### src/rtl/fb_scanout_pkg.sv
package fb_scanout_pkg;
  // strobes from sequencing control to the address/pixel datapath
  typedef struct packed {
    logic issue;    // latch a new fetch address
    logic capture;  // store the returned word
    logic show;     // present the stored word on the colour outputs
    logic blank;    // drive the colour outputs black
  } scanStrobe_t;
endpackage

### src/rtl/fb_scan_ctrl.sv
module fb_scan_ctrl
  import fb_scanout_pkg::*;
#(
  parameter int H_VIS  = 640,
  parameter int V_VIS  = 480,
  parameter int DW     = 32,
  parameter int BASE_W = 11,
  localparam int COL_W = $clog2(H_VIS),
  localparam int ROW_W = $clog2(V_VIS)
) (
  input  logic              clk,
  input  logic              rstN,
  input  logic              regWrEn,
  input  logic              regWrIdx,
  input  logic [DW-1:0]     regWrData,
  input  logic              regRdIdx,
  output logic [DW-1:0]     regRdData,
  input  logic              frameStart,
  input  logic              pixEn,
  output logic              reqValid,
  input  logic              reqReady,
  input  logic              rspValid,
  output logic [ROW_W-1:0]  row,
  output logic [COL_W-1:0]  col,
  output logic              rotSh,
  output logic [BASE_W-1:0] baseSh,
  output scanStrobe_t       stb,
  output logic              frameDone,
  output logic              underrun
);
  localparam logic [ROW_W-1:0] ROW_LAST = ROW_W'(V_VIS - 1);
  localparam logic [COL_W-1:0] COL_LAST = COL_W'(H_VIS - 1);

  logic [BASE_W-1:0] baseReg;
  logic enReg, rotReg, active, pending, stale, bufValid;
  logic [ROW_W-1:0] tagRow;
  logic [COL_W-1:0] tagCol;
  logic step, lastPix, tagHit, clrUnd, unusedWrBits;

  assign unusedWrBits = ^regWrData[DW-BASE_W-1:2];
  assign lastPix = (row == ROW_LAST) && (col == COL_LAST);
  assign step    = pixEn && active && !frameStart;
  assign tagHit  = (tagRow == row) && (tagCol == col) && !stale;
  assign clrUnd  = regWrEn && regWrIdx && regWrData[DW-1];

  assign stb.issue   = active && !reqValid && !pending && !bufValid && !frameStart;
  assign stb.capture = rspValid && pending && tagHit && !step && !frameStart;
  assign stb.show    = step && bufValid;
  assign stb.blank   = frameStart || (pixEn && !stb.show);

  always_comb begin
    if (regRdIdx) regRdData = {underrun, (DW-3)'(0), rotReg, enReg};
    else          regRdData = {baseReg, (DW-BASE_W)'(0)};
  end

  always_ff @(posedge clk or negedge rstN) begin
    if (!rstN) begin
      baseReg <= '0; enReg <= 1'b0; rotReg <= 1'b0; underrun <= 1'b0;
      baseSh <= '0; rotSh <= 1'b0; active <= 1'b0; bufValid <= 1'b0;
      row <= '0; col <= '0; frameDone <= 1'b0;
      reqValid <= 1'b0; pending <= 1'b0; stale <= 1'b0;
      tagRow <= '0; tagCol <= '0;
    end else begin
      // software registers
      if (regWrEn && !regWrIdx) baseReg <= regWrData[DW-1 -: BASE_W];
      if (regWrEn && regWrIdx) begin
        enReg  <= regWrData[0];
        rotReg <= regWrData[1];
      end
      if (step && !bufValid) underrun <= 1'b1;
      else if (clrUnd)       underrun <= 1'b0;

      // pixel sequencing
      frameDone <= step && lastPix;
      if (frameStart) begin
        baseSh   <= baseReg;
        rotSh    <= rotReg;
        active   <= enReg;
        row      <= '0;
        col      <= '0;
        bufValid <= 1'b0;
      end else if (step) begin
        bufValid <= 1'b0;
        if (lastPix) active <= 1'b0;
        if (col == COL_LAST) begin
          col <= '0;
          row <= row + 1'b1;
        end else begin
          col <= col + 1'b1;
        end
      end else if (stb.capture) begin
        bufValid <= 1'b1;
      end

      // single-slot fetch handshake
      if (stb.issue) begin
        reqValid <= 1'b1;
        tagRow   <= row;
        tagCol   <= col;
      end else if (reqValid && reqReady) begin
        reqValid <= 1'b0;
        pending  <= 1'b1;
      end
      if (rspValid && pending) begin
        pending <= 1'b0;
        stale   <= 1'b0;
      end else if (frameStart && (reqValid || pending)) begin
        stale <= 1'b1;
      end
    end
  end
endmodule

### src/rtl/fb_scan_dpath.sv
module fb_scan_dpath
  import fb_scanout_pkg::*;
#(
  parameter int H_VIS     = 640,
  parameter int V_VIS     = 480,
  parameter int STRIDE_LG = 10,
  parameter int DW        = 32,
  parameter int BASE_W    = 11,
  localparam int COL_W    = $clog2(H_VIS),
  localparam int ROW_W    = $clog2(V_VIS)
) (
  input  logic              clk,
  input  logic              rstN,
  input  scanStrobe_t       stb,
  input  logic [ROW_W-1:0]  row,
  input  logic [COL_W-1:0]  col,
  input  logic              rot,
  input  logic [BASE_W-1:0] base,
  input  logic [DW-1:0]     rspData,
  output logic [DW-1:0]     reqAddr,
  output logic [7:0]        pixRed,
  output logic [7:0]        pixGreen,
  output logic [7:0]        pixBlue
);
  localparam logic [ROW_W-1:0] ROW_LAST = ROW_W'(V_VIS - 1);
  localparam logic [COL_W-1:0] COL_LAST = COL_W'(H_VIS - 1);

  logic [ROW_W-1:0] srcRow;
  logic [COL_W-1:0] srcCol;
  logic [DW-1:0]    offset;
  logic [23:0]      dataBuf;
  logic             unusedPad;

  assign unusedPad = ^rspData[DW-1:24];
  assign srcRow = rot ? (ROW_LAST - row) : row;
  assign srcCol = rot ? (COL_LAST - col) : col;
  assign offset = (DW'(srcRow) << (STRIDE_LG + 2)) + (DW'(srcCol) << 2);

  always_ff @(posedge clk or negedge rstN) begin
    if (!rstN) begin
      reqAddr <= '0;
      dataBuf <= '0;
      {pixRed, pixGreen, pixBlue} <= '0;
    end else begin
      if (stb.issue)   reqAddr <= {base, (DW-BASE_W)'(0)} + offset;
      if (stb.capture) dataBuf <= rspData[23:0];
      if (stb.blank)     {pixRed, pixGreen, pixBlue} <= '0;
      else if (stb.show) {pixRed, pixGreen, pixBlue} <= dataBuf;
    end
  end
endmodule

### src/rtl/fb_scanout.sv
module fb_scanout
  import fb_scanout_pkg::*;
#(
  parameter int H_VIS     = 640,
  parameter int V_VIS     = 480,
  parameter int STRIDE_LG = 10,
  parameter int BASE_W    = 11
) (
  input  logic        clk,
  input  logic        rstN,
  input  logic        regWrEn,
  input  logic        regWrIdx,
  input  logic [31:0] regWrData,
  input  logic        regRdIdx,
  output logic [31:0] regRdData,
  input  logic        frameStart,
  input  logic        pixEn,
  output logic        reqValid,
  input  logic        reqReady,
  output logic [31:0] reqAddr,
  input  logic        rspValid,
  input  logic [31:0] rspData,
  output logic [7:0]  pixRed,
  output logic [7:0]  pixGreen,
  output logic [7:0]  pixBlue,
  output logic        frameDone
);
  localparam int COL_W = $clog2(H_VIS);
  localparam int ROW_W = $clog2(V_VIS);

  scanStrobe_t       stb;
  logic [ROW_W-1:0]  row;
  logic [COL_W-1:0]  col;
  logic              rotSh;
  logic [BASE_W-1:0] baseSh;
  logic              underrunSticky;

  fb_scan_ctrl #(.H_VIS(H_VIS), .V_VIS(V_VIS), .DW(32), .BASE_W(BASE_W)) u_ctrl (
    .clk, .rstN, .regWrEn, .regWrIdx, .regWrData, .regRdIdx, .regRdData,
    .frameStart, .pixEn, .reqValid, .reqReady, .rspValid,
    .row, .col, .rotSh, .baseSh, .stb, .frameDone, .underrun(underrunSticky)
  );

  fb_scan_dpath #(.H_VIS(H_VIS), .V_VIS(V_VIS), .STRIDE_LG(STRIDE_LG), .DW(32),
                  .BASE_W(BASE_W)) u_dpath (
    .clk, .rstN, .stb, .row, .col, .rot(rotSh), .base(baseSh), .rspData,
    .reqAddr, .pixRed, .pixGreen, .pixBlue
  );
endmodule

### config.mk
export PLATFORM = sky130hd
export DESIGN_NAME = fb_scanout
export DESIGN_NICKNAME = d
export VERILOG_FILES = /design/src/rtl/fb_scanout_pkg.sv /design/src/rtl/fb_scan_ctrl.sv /design/src/rtl/fb_scan_dpath.sv /design/src/rtl/fb_scanout.sv
export SDC_FILE = /design/constraint.sdc
export NUM_CORES = 1
export LEC_CHECK = 0
export CORE_MARGIN = 2
export CORE_UTILIZATION = 53
export DETAILED_ROUTE_END_ITERATION = 10
export GPL_ROUTABILITY_DRIVEN = 0
export HOLD_SLACK_MARGIN = 0.02
export PLACE_DENSITY_LB_ADDON = 0.12
export SLEW_MARGIN = 15
export SYNTH_ARGS = -nofsm -noshare
export SYNTH_HDL_FRONTEND = slang
export SYNTH_SLANG_ARGS = --single-unit
### constraint.sdc
create_clock -name clk -period 3.6 [get_ports clk]
set_input_delay 0.72 -clock clk [delete_from_list [all_inputs] [get_ports clk]]
set_output_delay 0.72 -clock clk [all_outputs]
set_load 0.01 [all_outputs]
==> metrics.cfg <==
[outcome]
status=finished clean

[setup_path]
rrSetupSlack_ns=1.32
worstPathArrival_ns=2.35
critPathMaxFanout=13
cp-start-kind=input port
r2r-start=u_ctrl.col[0]$_DFFE_PN0N_
crit_end=regRdData[31]
r2r_end=u_dpath.dataBuf[10]$_DFFE_PN0P_
crit_start=regRdIdx
end_kind=primary output
r2r_cells=6
crit_type=in -> out
cp_data_required_time_ns=2.88

[clocking]
cts_root_buffer=clkbuf_16
cts_buffers=17
cts_sinks=146
cts_tree=built
cts.htree.levels=4
clock_path_buffers=2
clk_latency_ns=0.42
hold_buffers=0
cts_resized=0
postCtsSetupBuffers=0
clk_transition_reported_paths_ns=0.06

[global_route]
grt_pass1_wl_mm=21.3
grt_overflow=0
grt_pass1_vias=4264
grt_max_degree=89
antenna_found_initial=0
track_usage_pct=21.3

[detailed_routing]
highest_layer=met4
drt-vias-per-instance=5.33
drcViolationCount=0
detail-route-antenna-nets=0
dr_wl_met2_mm=6.50
vias=4145
wl_per_cell_um=16.7
drtIter0Drc=248
met1_length_mm=5.59
firstDrtPassIters=5
wl_mm=13.0
wl_met3_um=785

[sta]
min_period_over_period_pct=85.4
whs_ns=0.371
worst-slew-pin-transition_ns=0.992
rsz0062_at_grt=false
setup_ws_ns=0.527
tns_ns=0
maxSlewHeadroom_pct=33.9
clock_skew_ns=0.00851
fmax_mhz=325
finalCriticalPeriod_ns=3.07
hold_viol_final=0
setup_violations=0
slew_viol_final=0

[finish]
final_net_count=697
diodes=0
area_delta_synth_final_pct=26.8
stdcell_area_sq_um=8120
drive_gt1_share_pct=18.6
fillCellCount=881

[floorplanning]
ios=163
die_h_um=114
core_area_sq_um=11900
initial_utilization_pct=53.8
die_area_sq_um=13000
die_x_um=114
num_rows=40

[yosys]
ys_seq_area_share_pct=57.0
synth-async-reset-ratio_pct=100
synth_top_flop_cell=dfrtp_1
synth_cells=516
synth_edf_count=0
synth_area_leader_cell=dfrtp_1
synth_top_area_share_pct=57.0
avgSynthCellArea_sq_um=12.4
ys_ff_latch=146
syn_area_sq_um=6400
synth_cell_types=38
ys_warn_count=0
netlist_top_cells_area=dfrtp_1 57%, mux2_2 14%, xnor2_1 3.7%, a22o_1 3.3%, buf_4 2.7%

[pwr]
power_density_nw_per_um2=604
ir_drop_mv=0.378
p_leak_nw=3.65

[place]
placed_cell_area_sq_um=7560
place_worst_setup_slack_ns=0.512
port_buffers=114
dp_hpwl_mm=8.59

[hold_path]
min_path_type=in -> async

[run]
cap_violations=0

[layout make-up]
| class | instances | area (sq um) | share of cell area (%) |
|---|---|---|---|
| sequential | 146 | 3650 | 45.0 |
| multi-input combinational | 328 | 2470 | 30.5 |
| timing repair buffer | 121 | 1230 | 15.2 |
| clock buffer | 22 | 454 | 5.59 |
| tap | 147 | 184 | 2.27 |
| clock inverter | 9 | 108 | 1.33 |
| inverter | 4 | 15.0 | 0.185 |
[kinds of logic (layout without fill, tap and decap cells)]
logic type,count (synthesis),after routing,share of synthesized area (%)
fa+ha+maj,6,6,1.17
mux,83,83,14.5
other cells,1,21,0.0585
compound gates,64,64,6.72
flops,146,146,57.0
xor+xnor,44,44,6.02
simple gates,110,110,8.85
buf+inv,62,156,5.61
[worst min path at each step]
stage	slack [ns]	cells after the start	end
finish	0.37	1	u_dpath.reqAddr[15]$_DFFE_PN0P_
global route	0.43	1	u_dpath.reqAddr[29]$_DFFE_PN0P_
CTS	0.40	1	u_dpath.reqAddr[29]$_DFFE_PN0P_
detailed placement	0.48	1	u_dpath.pixBlue[7]$_DFFE_PN0P_
global placement	0.47	1	u_dpath.dataBuf[22]$_DFFE_PN0P_
floorplan	0.42	0	u_ctrl.active$_DFFE_PN0P_
[flip-flops by register name, summed over array words and instances, names as in the netlist, 8 cells and up]
| signal | flops |
|---|---|
| u_dpath.reqAddr | 28 |
| u_dpath.dataBuf | 24 |
| u_ctrl.baseReg | 11 |
| u_ctrl.baseSh | 11 |
| u_ctrl.col | 10 |
| u_ctrl.tagCol | 10 |
| u_ctrl.row | 9 |
| u_ctrl.tagRow | 9 |
| u_dpath.pixBlue | 8 |
| u_dpath.pixGreen | 8 |
| u_dpath.pixRed | 8 |
[metrics by stage]
step	total power, W	instances	utilization, %
after floorplan	0.00271	536	-
after global placement	0.00323	746	63.5
after detailed placement	0.00327	746	63.5
after CTS	0.00497	777	68.2
after global routing	0.00515	777	68.2
final	0.00490	777	68.2
[routing by layer]
layer,global-route usage [%],vias up
met5,0,-
met4,7.32,0
met3,7.70,10
met2,34.1,101
met1,26.9,2096
li1,-,1938
[worst max-delay path, stage by stage]
cell and delay, ns:
clkdlybuf4s50_1 0.76, mux2_2 0.39, clkdlybuf4s50_1 0.49
[cells in the final DEF (no fill, tap or decap), types with 17 or more instances in the layout]
| master | instances |
|---|---|
| a21oi_1 | 26 |
| mux2_2 | 79 |
| dfrtp_1 | 146 |
| nand2_1 | 19 |
| clkdlybuf4s50_1 | 113 |
| xor2_1 | 17 |
| conb_1 | 21 |
| xnor2_1 | 27 |
| clkbuf_16 | 17 |
| a22o_1 | 24 |
| nor2_1 | 31 |
[where the power goes]
part,switching [W],leakage (nW),internal (W)
sequential,0.000202,1.88,0.00198
clock,0.000646,0.270,0.00103
combinational,0.000414,1.49,0.000629
total,0.00126,3.65,0.00364
[synth_stat cells (all sizes together), types with 2 or more instances]
cell / count
a21o: 2
a21oi: 26
a22o: 24
a31oi: 2
and2: 4
and3: 4
and4: 3
buf: 38
clkbuf: 20
dfrtp: 146
ha: 6
inv: 4
mux2: 80
mux2i: 3
nand2: 19
nand3: 9
nand4: 7
nor2: 31
nor2b: 13
nor3: 8
nor4: 5
o21a: 2
o21ai: 6
or3: 4
xnor2: 27
xor2: 17
(Power assumes the default switching activity.)
